**config.mk**
```make
export PLATFORM = sky130hd
export DESIGN_NAME = acc_alu_top
export DESIGN_NICKNAME = d
export VERILOG_FILES = /design/src/rtl/acc_alu_pkg.sv /design/src/rtl/acc_alu_arith.sv /design/src/rtl/acc_alu_logic.sv /design/src/rtl/acc_alu_shift.sv /design/src/rtl/acc_alu_status.sv /design/src/rtl/acc_alu_top.sv
export SDC_FILE = /design/constraint.sdc
export NUM_CORES = 1
export LEC_CHECK = 0
export ABC_AREA = 1
export BUFFER_PORTS_ARGS = -buffer_cell sky130_fd_sc_hd__buf_2
export CAP_MARGIN = 20
export CORE_MARGIN = 5
export CORE_UTILIZATION = 40
export DETAILED_ROUTE_END_ITERATION = 7
export HOLD_SLACK_MARGIN = 0.1
export PLACE_DENSITY = 0.74
export SLEW_MARGIN = 20
export SYNTH_ARGS = -nofsm -noshare
export SYNTH_HDL_FRONTEND = slang
export SYNTH_SLANG_ARGS = --single-unit
```
**constraint.sdc**
```tcl
create_clock -name clk -period 2.5 [get_ports clk]
set_input_delay 0.25 -clock clk [delete_from_list [all_inputs] [get_ports clk]]
set_output_delay 0.25 -clock clk [all_outputs]
set_load 0.03 [all_outputs]
```
**src/rtl/acc_alu_pkg.sv**
```systemverilog
`timescale 1ns/1ps
package acc_alu_pkg;

    localparam int DATA_W = 8;
    localparam int MSB    = DATA_W - 1;

    typedef logic [DATA_W-1:0] word_t;

    typedef enum logic [3:0] {
        OP_NONE = 4'd0,
        OP_XFER = 4'd1,
        OP_ADC  = 4'd2,
        OP_SBC  = 4'd3,
        OP_CMP  = 4'd4,
        OP_AND  = 4'd5,
        OP_ORA  = 4'd6,
        OP_EOR  = 4'd7,
        OP_BIT  = 4'd8,
        OP_INC  = 4'd9,
        OP_DEC  = 4'd10,
        OP_ASL  = 4'd11,
        OP_LSR  = 4'd12,
        OP_ROL  = 4'd13,
        OP_ROR  = 4'd14,
        OP_MOVE = 4'd15
    } op_e;

    typedef enum logic [2:0] {
        FC_NOP = 3'd0,
        FC_SEC = 3'd1,
        FC_CLC = 3'd2,
        FC_SEI = 3'd3,
        FC_CLI = 3'd4,
        FC_SED = 3'd5,
        FC_CLD = 3'd6,
        FC_CLV = 3'd7
    } fcmd_e;

    // Status byte, bit 7 first: the layout is restored bit for bit.
    typedef struct packed {
        logic n;
        logic v;
        logic one;
        logic b;
        logic d;
        logic i;
        logic z;
        logic c;
    } stat_t;

    localparam stat_t STAT_RST = stat_t'(8'h20);

    typedef struct packed {
        logic set_c;
        logic set_zn;
        logic set_v;
        logic c;
        logic z;
        logic v;
        logic n;
    } flag_upd_t;

    typedef struct packed {
        word_t     res;
        logic      wr_reg;
        logic      wr_mem;
        flag_upd_t fl;
    } alu_res_t;

    function automatic logic is_zero(input word_t w);
        return (w == '0);
    endfunction

    function automatic logic sign_of(input word_t w);
        return w[MSB];
    endfunction

    // Signed overflow: result sign differs from both addend signs.
    function automatic logic add_ovf(input word_t a, input word_t b, input word_t s);
        word_t t;
        t = (s ^ a) & (s ^ b);
        return t[MSB];
    endfunction

    function automatic logic is_shift(input op_e op);
        return (op == OP_ASL) || (op == OP_LSR) || (op == OP_ROL) || (op == OP_ROR);
    endfunction

    function automatic logic is_arith(input op_e op);
        return (op == OP_ADC) || (op == OP_SBC) || (op == OP_CMP);
    endfunction

endpackage

```
**src/rtl/acc_alu_arith.sv**
```systemverilog
`timescale 1ns/1ps
module acc_alu_arith
    import acc_alu_pkg::*;
(
    input  op_e      op,
    input  word_t    lhs,
    input  word_t    mem,
    input  logic     cin,
    output alu_res_t ar
);

    localparam int SUM_W = DATA_W + 1;

    word_t            opnd;
    logic             ci;
    logic [SUM_W-1:0] sum;
    word_t            res;

    // Subtract and compare add the inverted operand; compare forces carry-in.
    assign opnd = (op == OP_ADC) ? mem : ~mem;
    assign ci   = (op == OP_CMP) ? 1'b1 : cin;
    assign sum  = {1'b0, lhs} + {1'b0, opnd} + {{DATA_W{1'b0}}, ci};
    assign res  = sum[DATA_W-1:0];

    always_comb begin
        ar           = '0;
        ar.res       = res;
        ar.wr_reg    = (op != OP_CMP);
        ar.fl.set_c  = 1'b1;
        ar.fl.set_zn = 1'b1;
        ar.fl.set_v  = (op != OP_CMP);
        ar.fl.c      = sum[DATA_W];
        ar.fl.z      = is_zero(res);
        ar.fl.n      = sign_of(res);
        ar.fl.v      = add_ovf(lhs, opnd, res);
    end

endmodule

```
**src/rtl/acc_alu_logic.sv**
```systemverilog
`timescale 1ns/1ps
module acc_alu_logic
    import acc_alu_pkg::*;
(
    input  op_e      op,
    input  logic     use_mem,
    input  word_t    lhs,
    input  word_t    mem,
    output alu_res_t lr
);

    word_t src;
    word_t tst;

    assign src = use_mem ? mem : lhs;
    assign tst = lhs & mem;

    always_comb begin
        lr = '0;
        case (op)
            OP_XFER: begin
                lr.res       = lhs;
                lr.wr_reg    = 1'b1;
                lr.fl.set_zn = 1'b1;
            end
            OP_AND: begin
                lr.res       = lhs & mem;
                lr.wr_reg    = 1'b1;
                lr.fl.set_zn = 1'b1;
            end
            OP_ORA: begin
                lr.res       = lhs | mem;
                lr.wr_reg    = 1'b1;
                lr.fl.set_zn = 1'b1;
            end
            OP_EOR: begin
                lr.res       = lhs ^ mem;
                lr.wr_reg    = 1'b1;
                lr.fl.set_zn = 1'b1;
            end
            OP_INC: begin
                lr.res       = src + 1'b1;
                lr.wr_reg    = !use_mem;
                lr.wr_mem    = use_mem;
                lr.fl.set_zn = 1'b1;
            end
            OP_DEC: begin
                lr.res       = src - 1'b1;
                lr.wr_reg    = !use_mem;
                lr.wr_mem    = use_mem;
                lr.fl.set_zn = 1'b1;
            end
            OP_MOVE: begin
                lr.res    = use_mem ? lhs : mem;
                lr.wr_reg = !use_mem;
                lr.wr_mem = use_mem;
            end
            default: ;
        endcase

        if (op == OP_BIT) begin
            lr.fl.set_zn = 1'b1;
            lr.fl.set_v  = 1'b1;
            lr.fl.z      = is_zero(tst);
            lr.fl.n      = mem[MSB];
            lr.fl.v      = mem[MSB-1];
        end else begin
            lr.fl.z = is_zero(lr.res);
            lr.fl.n = sign_of(lr.res);
        end
    end

endmodule

```
**src/rtl/acc_alu_shift.sv**
```systemverilog
`timescale 1ns/1ps
module acc_alu_shift
    import acc_alu_pkg::*;
(
    input  op_e      op,
    input  logic     use_mem,
    input  word_t    lhs,
    input  word_t    mem,
    input  logic     cin,
    output alu_res_t sr
);

    word_t src;
    word_t up;
    word_t dn;
    logic  fill;
    logic  left;

    assign src  = use_mem ? mem : lhs;
    assign fill = ((op == OP_ROL) || (op == OP_ROR)) ? cin : 1'b0;
    assign left = (op == OP_ASL) || (op == OP_ROL);

    for (genvar g = 0; g < DATA_W; g++) begin : g_bit
        if (g == 0) begin : g_lo
            assign up[g] = fill;
        end else begin : g_lo_n
            assign up[g] = src[g-1];
        end
        if (g == DATA_W - 1) begin : g_hi
            assign dn[g] = fill;
        end else begin : g_hi_n
            assign dn[g] = src[g+1];
        end
    end

    always_comb begin
        sr           = '0;
        sr.res       = left ? up : dn;
        sr.wr_reg    = !use_mem;
        sr.wr_mem    = use_mem;
        sr.fl.set_c  = 1'b1;
        sr.fl.set_zn = 1'b1;
        sr.fl.c      = left ? src[MSB] : src[0];
        sr.fl.z      = is_zero(sr.res);
        sr.fl.n      = sign_of(sr.res);
    end

endmodule

```
**src/rtl/acc_alu_status.sv**
```systemverilog
`timescale 1ns/1ps
module acc_alu_status
    import acc_alu_pkg::*;
(
    input  logic      clk,
    input  logic      rst,
    input  flag_upd_t upd,
    input  fcmd_e     cmd,
    input  logic      load,
    input  stat_t     load_val,
    output stat_t     q
);

    stat_t nxt;

    always_comb begin
        nxt = q;
        // Operation result first.
        if (upd.set_c) nxt.c = upd.c;
        if (upd.set_zn) begin
            nxt.z = upd.z;
            nxt.n = upd.n;
        end
        if (upd.set_v) nxt.v = upd.v;
        // Explicit command overrides the bit it names.
        case (cmd)
            FC_SEC:  nxt.c = 1'b1;
            FC_CLC:  nxt.c = 1'b0;
            FC_SEI:  nxt.i = 1'b1;
            FC_CLI:  nxt.i = 1'b0;
            FC_SED:  nxt.d = 1'b1;
            FC_CLD:  nxt.d = 1'b0;
            FC_CLV:  nxt.v = 1'b0;
            default: ;
        endcase
        // Full restore wins over everything.
        if (load) nxt = load_val;
        nxt.one = 1'b1;
    end

    always_ff @(posedge clk) begin
        if (rst) q <= STAT_RST;
        else     q <= nxt;
    end

    AST_PULL_EXACT: assert property (@(posedge clk) disable iff (rst)
        load |=> (q == ($past(load_val) | stat_t'(8'h20))));
    AST_SEC_SETS: assert property (@(posedge clk) disable iff (rst)
        (cmd == FC_SEC && !load) |=> q.c);
    AST_CLV_CLEARS: assert property (@(posedge clk) disable iff (rst)
        (cmd == FC_CLV && !load) |=> !q.v);
    AST_CMD_BEATS_OP: assert property (@(posedge clk) disable iff (rst)
        (cmd == FC_CLC && upd.set_c && upd.c && !load) |=> !q.c);

endmodule

```
**src/rtl/acc_alu_top.sv**
```systemverilog
`timescale 1ns/1ps
module acc_alu_top
    import acc_alu_pkg::*;
(
    input  logic              clk,
    input  logic              rst,
    input  logic [3:0]        op_code,
    input  logic              use_mem,
    input  logic [2:0]        flag_cmd,
    input  logic              stat_load,
    input  logic [DATA_W-1:0] stat_in,
    input  logic [DATA_W-1:0] reg_in,
    input  logic [DATA_W-1:0] mem_in,
    output logic [DATA_W-1:0] res_out,
    output logic              wr_reg,
    output logic              wr_mem,
    output logic [DATA_W-1:0] stat_out
);

    op_e      op;
    fcmd_e    cmd;
    stat_t    st_q;
    alu_res_t ar;
    alu_res_t lr;
    alu_res_t sr;
    alu_res_t sel;

    assign op  = op_e'(op_code);
    assign cmd = fcmd_e'(flag_cmd);

    acc_alu_arith u_arith (
        .op  (op),
        .lhs (reg_in),
        .mem (mem_in),
        .cin (st_q.c),
        .ar  (ar)
    );

    acc_alu_logic u_logic (
        .op      (op),
        .use_mem (use_mem),
        .lhs     (reg_in),
        .mem     (mem_in),
        .lr      (lr)
    );

    acc_alu_shift u_shift (
        .op      (op),
        .use_mem (use_mem),
        .lhs     (reg_in),
        .mem     (mem_in),
        .cin     (st_q.c),
        .sr      (sr)
    );

    always_comb begin
        if (is_arith(op))      sel = ar;
        else if (is_shift(op)) sel = sr;
        else                   sel = lr;
    end

    acc_alu_status u_status (
        .clk      (clk),
        .rst      (rst),
        .upd      (sel.fl),
        .cmd      (cmd),
        .load     (stat_load),
        .load_val (stat_t'(stat_in)),
        .q        (st_q)
    );

    assign res_out  = sel.res;
    assign wr_reg   = sel.wr_reg;
    assign wr_mem   = sel.wr_mem;
    assign stat_out = st_q;

    AST_CMP_NO_WRITE: assert property (@(posedge clk) disable iff (rst)
        (op == OP_CMP) |-> (!wr_reg && !wr_mem));
    AST_ONE_TARGET: assert property (@(posedge clk) disable iff (rst)
        $onehot0({wr_reg, wr_mem}));
    AST_INCDEC_KEEP_C: assert property (@(posedge clk) disable iff (rst)
        ((op == OP_INC || op == OP_DEC) && cmd == FC_NOP && !stat_load)
        |=> $stable(stat_out[0]));
    AST_BIT_COPIES: assert property (@(posedge clk) disable iff (rst)
        (op == OP_BIT && cmd == FC_NOP && !stat_load)
        |=> (stat_out[7] == $past(mem_in[7]) && stat_out[6] == $past(mem_in[6])));

endmodule

```
-- Word-level counts from Yosys, hierarchy flattened
Cells that the tools add are included.
- bitwise operators: 7
- reduce and logical (&&, ||, !) cells: 19
- add/sub/neg operators: 4
- multiplexer cells: 25
- equality and inequality tests: 23
- operators with widths (kind ; count):
    $pmux W9 S7 ; 1
    $mux W8 ; 5
    $mux W17 ; 2
    $eq A4 B4 Y1 const B ; 8
    $logic_not A8 Y1 ; 4
    $xor A8 B8 Y8 ; 3
    $and A8 B8 Y8 ; 2
    $eq A4 B3 Y1 const B ; 4
    $mux W1 ; 13
    $eq A3 B3 Y1 const B ; 4
    $add A8 B8 Y9 ; 1
    $add A9 B1 Y9 ; 1
    $reduce_bool A3 Y1 ; 3
    $add A8 B1 Y8 const B ; 1
    $eq A4 B2 Y1 const B ; 2
    $not A8 Y8 ; 1
    $or A8 B8 Y8 ; 1
    $sub A8 B1 Y8 const B ; 1
    $logic_or A1 B1 Y1 ; 7
    $eq A3 B2 Y1 const B ; 2
    $pmux W1 S2 ; 3
    $reduce_or A6 Y1 ; 1
    $eq A4 B1 Y1 const B ; 1
    $ne A4 B3 Y1 const B ; 1
    other kinds (6) ; 6
- bits of input ports: 35
- output and inout bits: 18
- flip-flop bits (word level): 8

-- Depth between registers and ports, before layout
Gate-level depths: netlist of run 1.
- depth after elaboration: 10
- depth in mapped cells: 23
- mapped depth without buffers: 22

-- By module
From an unflattened synthesis of run 1, not the netlist that was laid out.
- cells, all modules: 653
- area total of the unflattened synthesis: 3741.1 um^2
- modules (own cells, without submodules) (module ; area each (um^2) ; cells an instance ; sequential area each (um^2) ; times used):
    acc_alu_logic ; 1382.6 ; 248 ; 0.0 ; 1
    acc_alu_top ; 862.1 ; 143 ; 0.0 ; 1
    acc_alu_arith ; 713.2 ; 120 ; 0.0 ; 1
    acc_alu_status ; 399.1 ; 63 ; 140.1 ; 1
    acc_alu_shift ; 384.1 ; 79 ; 0.0 ; 1

-- Worst setup path before layout of run 1
OpenSTA, ideal clock, no wires.
- path type: input-to-output
- from: in op_code[3]
- to: out res_out[6]
- slack: -785 ps
- buffers on the path: 0
- stages: 11
- required time: 2250 ps
- arrival time: 3035 ps
- cells stage by stage: nor2_1 -> nand2_1 -> xor2_1 -> fa_1 -> inv_1 -> fa_1 -> o21ai_0 -> a21oi_1 -> o21bai_1 -> xnor2_1 -> a221oi_1
- word-level cells in the longest chain between the ends: 6
- elaborated cells on any way between the ends: 28
- those cells by class: 2 x add/sub; 14 x eq/ne; 6 x mux; 6 x reduce/logical
- ends and longest elaborated chain (element ; RTL line ; text):
    start, declared ; acc_alu_top.sv:7 ; input logic [3:0] op_code,
    parallel branches: the longest is 5 deep, another holds $add A8 B8 Y9 ; -- ;
    $mux W17 (*) ; acc_alu_top.sv:57 ; if (is_arith(op)) sel = ar;
    end, declared ; acc_alu_top.sv:14 ; output logic [DATA_W-1:0] res_out,
Every way passes the cells marked *.

-- Final worst setup path of run 1
- from: in op_code[1]
- to: out res_out[6]
The elaborated chain is that of the path after synthesis.

==> qor.txt, run 1 <==
Run status - complete, but fails checks
Violations in the final reports - setup timing
Number of distinct library cell variants in the gate-level netlist after synthesis - 43
Part of the cycle the worst path needs - 107%
Slowest cell delay on critical path - 0.34 ns
Hold Crit Class - primary input to register
Post-detailed-placement half-perimeter wirelength - 7.09 mm
Share of final-layout standard cells stronger than drive strength 1 - 32.1%
Count of buffers from port buffering - 50
Aggregate global-route resource usage - 21.4%
Initial core utilization - 41.5%
Unrepaired setup endpoints after global routing - true
Global-route congestion overflow total - 0
Warnings from Yosys - 0
Register bank with the most flops - u_status.q
CP max stage cell - fa_2
WP data arrival - 2.42 ns
CTS Buffer Depth - 2
Root Buffer - clkbuf_8
Maximum number of pins on one net before global-route repair - 14
Origin of the critical flop-to-flop path - u_status.q[0]$_SDFFE_PP0P_
Worst setup startpoint - op_code[1]
Drt wl/cell - 13.7 um
Crit end category - output pin
Util after Layout - 60.0%
Clock latency on the worst-skew pair - 0.23 ns
Cell Count, Final, Fillers Out - 620
# placed instances - 606
Largest registers in the final layout - u_status.q (7)
Post-synthesis cell type with the largest combined area - nand2_1
Leading register cell type out of synthesis - dfxtp_1
Tot Pwr - 1.14 mW
Peak supply drop - 220 uV
Design Area, Final - 3570 um2
Rows - 28
Area of the die - 7850 um2
CP required - 2.25 ns
Syn nets - 497
Critical path cell sequence - buf_12 -> inv_12 -> nor2_4 -> nand2_4 -> xor2_2 -> fa_2 -> inv_2 -> fa_2 -> o21ai_2 -> a21oi_2 -> o21bai_2 -> xnor2_2 -> a221oi_4 -> buf_6
Synth top area cells - nand2_1 (18%), ha_1 (14%), inv_1 (9.4%), nor2_1 (6.4%), nand3_1 (6.3%)
Final net count - 610
Total via count after detailed routing - 3,250
Number of hold buffers added after cts - 0
Critical path class - primary input to output pin
Placement-stage worst setup slack - -0.379 ns
Leading cell types in the layout, fill and taps excluded - nand2_1 (116), buf_4 (63), inv_1 (60)
Die Width - 88.6 um
Aggregate routed wire length - 8.49 mm
Per-cell via count in the routed design - 5.24
Share of flip-flops with an asynchronous set or reset after synthesis - 0%
Pins over their slew limit - 0
Via count of the first global-routing pass - 3,040
Worst flop-to-flop path endpoint - u_status.q[1]$_SDFFE_PP0P_
Element type at the critical path start - primary input
Total Neg Setup Slack - -0.530 ns
Wire length of the first global-routing pass - 13.5 mm
Number of flip-flops under the largest register name - 7
Final count of hold timing violations - 0
Clock edge transition at the registers on the reported setup and hold paths - 0.04 ns
Post-DRT Antenna Nets - 0
Static leakage power - 1.93 nW
Max-Cap Viols - 0
Highest achievable clock rate - 0.374 GHz
Number of register bits inferred by synthesis - 7
Average cell area after synthesis - 5.71 um2
Commonest non-fill, non-tap cell in the layout - nand2_1
CP dominant cell by count - fa_2
Antenna violations before repair - 0
Time the worst path needs with I/O delays and setup - 2.67 ns
Area added between synthesis and finish - 44.6%
Final weighted congestion of routability-driven global placement - 0.973
Hold Worst Slack - 0.236 ns
Inserted Clock Buffers - 3
Total DRC errors in the routed layout - 0
Die Y-Extent - 88.6 um
CTS tree - done
Cell count after synthesis - 433
Count of antenna diodes in the layout - 0
Total I/O pin count - 53
Proportion of synthesized chip area in sequential cells - 5.67%
H-Tree Depth - 1
Smallest setup slack after layout - -0.173 ns
Final setup violation count - 6
CTS Sinks - 7
R2R depth - 15
Count of flip-flops with a built-in enable after synthesis - 0
Peak fanout along the critical path - 3
Std-Cell Core Area - 5960 um2
Total power density per cell area - 319 nW/um2
Post-synth top area share - 18.1%
Final setup skew - 0.000420 ns
Instance area at placement - 3230 um2
Setup slack on the worst flop-to-flop path - 0.08 ns
1st-iter DRT viols - 197
Post-Synthesis Cell Area - 2470 um2
First-pass DRT Iterations - 5
Capturing element of the worst setup path - res_out[6]
==> power by group <==
part	internal [mW]	switching (mW)	total (mW)
combinational	0.365	0.483	0.848
clock	0.111	0.0532	0.164
sequential	0.122	0.00460	0.126
==> kinds of logic (layout without fill, tap and decap cells) <==
family	Yosys count	in the layout	synth area share, %
other	1	1	0.152
adder cells (fa/ha/maj)	29	29	15.3
AND/OR/NAND/NOR	225	225	41.1
XOR/XNOR	15	15	5.32
AO/OA/AOI/OAI	84	84	20.2
flip-flops	7	7	5.67
buffers and inverters	72	184	12.3
==> worst min path at each step <==
stage                               startpoint                          to  slack [ns]  cells past startpoint
floorplan                                  rst  u_status.q[1]$_SDFFE_PP0P_        0.31                      1
global placement    u_status.q[7]$_SDFFE_PP0P_  u_status.q[7]$_SDFFE_PP0P_        0.45                      2
detailed placement  u_status.q[7]$_SDFFE_PP0P_  u_status.q[7]$_SDFFE_PP0P_        0.46                      2
CTS                                        rst  u_status.q[1]$_SDFFE_PP0P_        0.23                      2
global route                               rst  u_status.q[1]$_SDFFE_PP0P_        0.23                      2
finish                                     rst  u_status.q[1]$_SDFFE_PP0P_        0.24                      2
==> critical path: cells and delay by family <==
| family | cells | cell delay [ns] |
|---|---|---|
| xor gates and xnor gates | 2 | 0.28 |
| adders and majority gates | 2 | 0.57 |
| and+or+nand+nor | 2 | 0.22 |
| buffers and inverters | 4 | 0.34 |
| AOI/OAI and AO/OA | 4 | 0.75 |
==> cell type report <==
| cell class | count | area [um2] |
|---|---|---|
| Clock buffer | 4 | 45.0 |
| Fill cell | 572 | 2380 |
| Inverter | 66 | 260 |
| Multi-Input combinational cell | 354 | 2230 |
| Sequential cell | 7 | 140 |
| Tap cell | 75 | 93.8 |
| Timing Repair Buffer | 114 | 806 |
==> what timing repair did <==
item                                    4_1_cts  5_1_grt
gates resized for setup                      29       19
setup buffers                                 5        7
pin swaps                                    21       20
endpoints found under the setup margin        7        9
==> per-layer routing <==
metal	wire length, um	track usage, %	up-vias
met3	431	2.51	24
met2	4200	37.9	108
met1	3630	26.9	1485
li1	-	-	1633
met5	0	0	-
met4	233	6.73	0
==> cells in the mapped netlist, types with 2 or more instances <==
library cell    n
xnor2_1         3
inv_2           3
buf_6           3
o2111ai_1       4
ha_1           27
nand2_4         4
nand4_1         4
nor3_1          3
a21oi_2         2
fa_1            2
o21ai_1         6
dfxtp_1         7
nor4_1          3
o21ai_0        28
xor2_1         12
inv_1          62
o211ai_1        4
a21oi_1        23
nand2_1       119
nor2_4          2
nand3_1        31
nor2_2          3
buf_4           3
o21bai_1        3
o22ai_1         2
nor2_1         42
nand2_2         8
a221oi_1        2
a31oi_1         2
o31ai_1         2
a211oi_1        2
Note: power is estimated with default switching activity, not from simulation.
==> inputs of run 2 (changes only) <==
--- a/config.mk
+++ b/config.mk
@@ -8,12 +8,12 @@
 export ABC_AREA = 1
 export BUFFER_PORTS_ARGS = -buffer_cell sky130_fd_sc_hd__buf_2
 export CAP_MARGIN = 20
-export CORE_MARGIN = 5
 export CORE_UTILIZATION = 40
 export DETAILED_ROUTE_END_ITERATION = 7
 export HOLD_SLACK_MARGIN = 0.1
-export PLACE_DENSITY = 0.74
+export PLACE_DENSITY = 0.71
 export SLEW_MARGIN = 20
 export SYNTH_ARGS = -nofsm -noshare
 export SYNTH_HDL_FRONTEND = slang
+export SYNTH_HIERARCHICAL = 1
 export SYNTH_SLANG_ARGS = --single-unit
==> qor.txt, run 2 <==
End point of the worst hold path - u_status/q[4]$_SDFFE_PP0P_
Post-synthesis cell type with the largest combined area - nand2_1
1st-iter DRT viols - 252
Total DRC errors in the routed layout - 0
Wire length of the first global-routing pass - 18.4 mm
Area added between synthesis and finish - 32.4%
Die Width - 98.7 um
Origin of the critical flop-to-flop path - u_status/q[0]$_SDFFE_PP0P_
CTS Buffer Depth - 2
Count of buffers from port buffering - 50
Most congested layer reported by global routing - met2
Met2 usage in global routing - 38.0%
Hold Worst Slack - 0.247 ns
Hold Crit Class - primary input to register
Total Neg Setup Slack - 0 ns
Maximum number of pins on one net before global-route repair - 23
Global-route congestion overflow total - 0
Most instantiated library cell after synthesis - nand2_1
WP data arrival - 2.23 ns
Aggregate routed wire length - 11.2 mm
Number of flip-flops under the largest register name - 7
Rows - 34
Number of register bits inferred by synthesis - 7
Critical path class - primary input to output pin
Leading cell types in the layout, fill and taps excluded - nand2_1 (172), inv_1 (96), buf_4 (60)
Tot Pwr - 1.41 mW
Root Buffer - clkbuf_8
Drt wl/cell - 13.2 um
Share of flip-flops with an asynchronous set or reset after synthesis - 0%
Global Route met3 Usage - 2.48%
Smallest setup slack after layout - 0.0225 ns
Max-Cap Viols - 0
H-Tree Depth - 1
Synth top area cells - nand2_1 (19%), inv_1 (11%), ha_1 (9.7%), nand3_1 (6.7%), nand3_2 (5.6%)
Post-DRT Antenna Nets - 0
Share of final-layout standard cells stronger than drive strength 1 - 38.6%
Number of distinct library cell variants in the gate-level netlist after synthesis - 46
CTS Sinks - 7
Util after Layout - 55.7%
Highest achievable clock rate - 0.404 GHz
Worst min-delay path startpoint - stat_in[4]
Part of the cycle the worst path needs - 99.1%
Post-synth top cells - nand2_1 (193), inv_1 (109), nand3_1 (50)
Std-Cell Core Area - 8890 um2
Time the worst path needs with I/O delays and setup - 2.48 ns
Clock edge transition at the registers on the reported setup and hold paths - 0.04 ns
First-pass DRT Iterations - 5
Register bank with the most flops - u_status/q
Total I/O pin count - 53
Run status - completed
Peak supply drop - 132 uV
Total power density per cell area - 284 nW/um2
Final setup violation count - 0
Fillers - 844
Leading register cell type out of synthesis - dfxtp_1
Element type at the critical path start - primary input
Worst Hold Path Cells - 3
Inserted Clock Buffers - 3
Worst flop-to-flop path endpoint - u_status/q[0]$_SDFFE_PP0P_
Count of antenna diodes in the layout - 0
Average cell area after synthesis - 5.73 um2
Peak fanout along the critical path - 5
Post-detailed-placement half-perimeter wirelength - 8.87 mm
Post-synth top area share - 19.4%
CP required - 2.25 ns
Met1 usage - 30.6%
Crit end category - output pin
Per-cell via count in the routed design - 5.03
Antenna violations before repair - 0
Unrepaired setup endpoints after global routing - true
Final setup skew - 0.00176 ns
Placement-stage worst setup slack - -0.262 ns
Post-Synthesis Cell Area - 3740 um2
R2R depth - 18
Via count of the first global-routing pass - 3,979
Warnings from Yosys - 6
CTS tree - done
Die Y-Extent - 98.7 um
Setup slack on the worst flop-to-flop path - 0.16 ns
Count of flip-flops with a built-in enable after synthesis - 0
Static leakage power - 2.72 nW
Aggregate global-route resource usage - 22.6%
Design Area, Final - 4950 um2
Instance area at placement - 4260 um2
Area of the die - 9740 um2
Final net count - 809
Cell Count, Final, Fillers Out - 849
Commonest non-fill, non-tap cell in the layout - nand2_1
Pins over their slew limit - 0
Proportion of synthesized chip area in sequential cells - 3.75%
Largest registers in the final layout - u_status/q (7)
Initial core utilization - 42.1%
Cell count after synthesis - 653
Final count of hold timing violations - 0
# placed instances - 832
Clock latency on the worst-skew pair - 0.22 ns
Final weighted congestion of routability-driven global placement - 0.971
Total via count after detailed routing - 4,267
run 2: cell types whose count changed after synthesis, moves of 11 or more:
cell     delta
o21ai_0    -11
nand4_1    +17
nand3_1    +19
inv_1      +47
nand2_2    +11
nor2_1     -12
nand2_1    +74
nand2_4    +12
nand3_2    +20
buf_4      +22
run 2: how the worst max path moves through the flow:
stage                    start                         end  slack [ns]
floorplan              use_mem  u_status/q[1]$_SDFFE_PP0P_       0.007
global placement    op_code[2]  u_status/q[0]$_SDFFE_PP0P_       -0.21
detailed placement  op_code[2]  u_status/q[0]$_SDFFE_PP0P_       -0.26
CTS                 op_code[3]                  res_out[6]       -0.05
global route        op_code[0]                  res_out[6]       -0.15
finish              op_code[2]                  res_out[6]        0.02
run 2: routing by layer:
layer  wire length [um]  part of all wire, %  vias to the layer above
met4                264                  2.4                        0
met3                545                  4.9                       23
met1               5100                   45                     1923
li1                   -                    -                     2188
met5                  0                    0                        -
met2               5310                   47                      133
run 2: kinds of logic after synthesis:
group	Yosys count	share of synthesized area (%)
fa+ha+maj	32	11.3
buf+inv	161	20.4
xor+xnor	8	1.87
flops	7	3.75
simple gates	385	53.5
other cells	6	0.602
compound gates	54	8.53
run 2: power by group:
part           internal (mW)  switching [mW]
combinational          0.456           0.666
sequential             0.121         0.00501
clock                  0.110          0.0482
run 2: final cells by class:
class / count / area [um2] / share of cell area (%)
multi-input cells: 489 / 3300 / 66.6
inverters: 127 / 487 / 9.83
well taps: 108 / 135 / 2.73
clock buffers: 4 / 45.0 / 0.909
flip-flops and latches: 7 / 140 / 2.83
repair buffers: 114 / 848 / 17.1
run 2: repair_timing:
item                       in CTS  in global routing
cloned                          0                  0
pin swaps                       8                 54
hold buffers                    0                  0
setup buffers                   4                  9
setup endpoints to repair       9                 10
resized for setup              34                 96
run 2: worst max-delay path: stages:
cell and delay, ns:
buf_8 0.11, nor2_4 0.14, nand2_4 0.09, xnor2_4 0.13
fa_2 0.39, fa_2 0.35, inv_2 0.08, nand2_2 0.06
nand2_4 0.07, nand3_2 0.07, nand2_2 0.07, nand2_1 0.04
nand2_1 0.08, inv_1 0.04, nand2_1 0.05, nand2_1 0.06
buf_6 0.14
==> inputs of run 3 (changes only) <==
--- a/config.mk
+++ b/config.mk
@@ -5,13 +5,12 @@
 export SDC_FILE = /design/constraint.sdc
 export NUM_CORES = 1
 export LEC_CHECK = 0
-export ABC_AREA = 1
 export BUFFER_PORTS_ARGS = -buffer_cell sky130_fd_sc_hd__buf_2
 export CAP_MARGIN = 20
 export CORE_UTILIZATION = 40
 export DETAILED_ROUTE_END_ITERATION = 7
 export HOLD_SLACK_MARGIN = 0.1
-export PLACE_DENSITY = 0.71
+export PLACE_DENSITY = 0.72
 export SLEW_MARGIN = 20
 export SYNTH_ARGS = -nofsm -noshare
 export SYNTH_HDL_FRONTEND = slang
==> qor.txt, run 3 <==
Crit end category - register
Post-Synthesis Cell Area - 3380 um2
Count of buffers from port buffering - 50
Number of hold buffers added after cts - 0
CTS Sinks - 7
Area added between synthesis and finish - 44.4%
Aggregate global-route resource usage - 26.3%
Slowest cell delay on critical path - 0.36 ns
Time the worst path needs with I/O delays and setup - 3.20 ns
CTS tree - done
WP data arrival - 3.37 ns
Static leakage power - 2.41 nW
CP required - 2.67 ns
Largest registers in the final layout - u_status/q (7)
Unrepaired setup endpoints after global routing - true
Critical path's top delay family - compound AO/OA/AOI/OAI gates
Clock latency on the worst-skew pair - 0.24 ns
CTS Buffer Depth - 2
Post-DRT Antenna Nets - 0
Post-detailed-placement half-perimeter wirelength - 8.45 mm
Max-Cap Viols - 0
Final setup violation count - 11
Final net count - 629
Peak supply drop - 164 uV
Run status - complete, but fails checks
Initial core utilization - 41.2%
Post-synthesis cell type with the largest combined area - mux2i_1
Number of register bits inferred by synthesis - 7
Per-cell via count in the routed design - 5.63
Util after Layout - 59.4%
Share of flip-flops with an asynchronous set or reset after synthesis - 0%
Antenna violations before repair - 0
Total I/O pin count - 53
First-pass DRT Iterations - 5
Leading cell types in the layout, fill and taps excluded - buf_4 (115), mux2i_1 (66), buf_2 (39)
Clock edge transition at the registers on the reported setup and hold paths - 0.04 ns
1st-iter DRT viols - 268
Warnings from Yosys - 6
Routed wl met2 - 5.40 mm
Highest achievable clock rate - 0.312 GHz
Via count of the first global-routing pass - 3,753
Most instantiated library cell after synthesis - mux2i_1
Register bank with the most flops - u_status/q
Number of distinct library cell variants in the gate-level netlist after synthesis - 84
Post-synth top cells - mux2i_1 (67), inv_1 (32), ha_1 (29)
Buffers plus inverters on the worst setup path - 4
Slew of the pin with the lowest slew margin - 0.501 ns
Leading register cell type out of synthesis - dfxtp_1
Final weighted congestion of routability-driven global placement - 0.909
Cell count after synthesis - 423
Critical path cell sequence - buf_8 -> buf_6 -> nor4b_4 -> buf_6 -> buf_6 -> xnor2_2 -> ha_1 -> and2b_2 -> o21a_1 -> o311a_1 -> or3_1 -> o22ai_2 -> mux2i_1 -> mux2i_1 -> mux2i_1 -> a311o_1 -> a21oi_1
Register cell area after layout - 140 um2
Final setup skew - 0.000925 ns
Total DRC errors in the routed layout - 0
Wire length of the first global-routing pass - 18.4 mm
Number of flip-flops under the largest register name - 7
Average cell area after synthesis - 8.00 um2
Critical path class - primary input to register
Met3 wire length - 703 um
Part of the cycle the worst path needs - 128%
Count of flip-flops with a built-in enable after synthesis - 0
Fillers - 697
Std-Cell Core Area - 8220 um2
Highest metal used - met4
Commonest non-fill, non-tap cell in the layout - buf_4
Total power density per cell area - 299 nW/um2
Drt wl/cell - 16.8 um
Relative slew margins - 65.9%
Post-synth top area share - 19.8%
CP max stage cell - or3_1
Area of the die - 8830 um2
Maximum number of pins on one net before global-route repair - 27
Peak fanout along the critical path - 3
Footprint of the multi-input gates - 3180 um2
H-Tree Depth - 1
Rows - 33
Global-route congestion overflow total - 0
Synth top area cells - mux2i_1 (20%), ha_1 (11%), buf_4 (5.3%), dfxtp_1 (4.1%), xnor2_1 (4.1%)
Wire length the detailed router placed on met1 - 4.77 mm
Final count of hold timing violations - 0
Violations in the final reports - setup timing
Die Width - 94.0 um
Root Buffer - clkbuf_8
Count of antenna diodes in the layout - 0
Die Y-Extent - 94.0 um
Smallest setup slack after layout - -0.704 ns
Element type at the critical path start - primary input
Aggregate routed wire length - 11.2 mm
Total via count after detailed routing - 3,750
Proportion of synthesized chip area in sequential cells - 4.14%
Total Neg Setup Slack - -5.14 ns
Pins over their slew limit - 0
Inserted Clock Buffers - 3
Share of final-layout standard cells stronger than drive strength 1 - 44.0%
Hold Crit Class - primary input to register
-- run 3: cell types whose count changed after synthesis, sizes merged, moves of 9 or more --
cell / change
a21oi: +10
inv: -92
mux2i: +69
nand2: -202
nand2b: +9
nand3: -67
nand4: -18
nor2: -23
o21ai: -9
xnor2: +11
-- run 3: stage by stage --
step                      hold slack (ns)  power (mW)  setup slack (ns)  instance area [um2]  cells
after floorplan                     0.312       0.812            -0.721                 3520    427
after global placement              0.471        1.11            -0.954                 4360    646
after detailed placement            0.488        1.13             -1.06                 4360    646
after CTS                           0.252        1.40            -0.651                 4760    661
after global routing                0.280        1.56            -0.796                 4880    666
final                               0.254        1.46            -0.704                 4880    666
-- run 3: routing by layer --
metal	vias up	global-route usage, %
li1	1790	-
met1	1766	34.1
met2	161	45.6
met3	33	2.91
met4	0	7.82
met5	-	0
-- run 3: what timing repair did --
action,4_1_cts,5_1_grt
pin swaps,18,13
setup endpoints to repair,11,12
gates cloned,0,0
gates resized for setup,55,21
setup buffers,11,5
hold endpoints to repair,0,0
-- run 3: cells by family after synthesis --
group           share of synthesized area [%]
simple gates                             19.7
fa+ha+maj                                12.5
mux                                      26.1
flops                                    4.14
xor+xnor                                 5.96
buf+inv                                  12.5
compound gates                           18.4
other cells                             0.666
-- run 3: power by group --
part / switching [mW] / total [mW] / leakage, nW / internal (mW)
logic: 0.597 / 1.17 / 2.33 / 0.572
registers: 0.00577 / 0.126 / 0.0579 / 0.120
clock network: 0.0551 / 0.166 / 0.0228 / 0.111
total: 0.658 / 1.46 / 2.41 / 0.803
-- run 3: final cells by class --
class	instances	share of cell area (%)
Timing Repair Buffer	170	26.1
Sequential cell	7	2.87
Clock buffer	4	0.922
Tap cell	105	2.69
Inverter	32	2.46
Multi-Input combinational cell	348	65.0
-- run 3: path summary, 6_finish.rpt --
check	startpoint	cells past startpoint	end	slack, ns
setup reg to reg	u_status/q[0]$_SDFFE_PP0P_	13	u_status/q[1]$_SDFFE_PP0P_	-0.34
hold reg to reg	u_status/q[4]$_SDFFE_PP0P_	2	u_status/q[4]$_SDFFE_PP0P_	0.50
hold / removal	stat_in[4]	3	u_status/q[4]$_SDFFE_PP0P_	0.25
setup / recovery	op_code[3]	17	u_status/q[6]$_SDFFE_PP0P_	-0.70
-- run 3: worst register-to-register path: stages, from the launching register on --
cell and delay [ns]:
dfxtp_1 0.39, nor2b_4 0.06, fa_2 0.36, fa_2 0.37, nand2b_4 0.16, a21oi_2 0.12, xor2_1 0.10, or4_4 0.42
nor4_2 0.21, mux2i_1 0.10, mux2i_1 0.16, mux2_4 0.18, nand2_2 0.05, a21oi_2 0.11
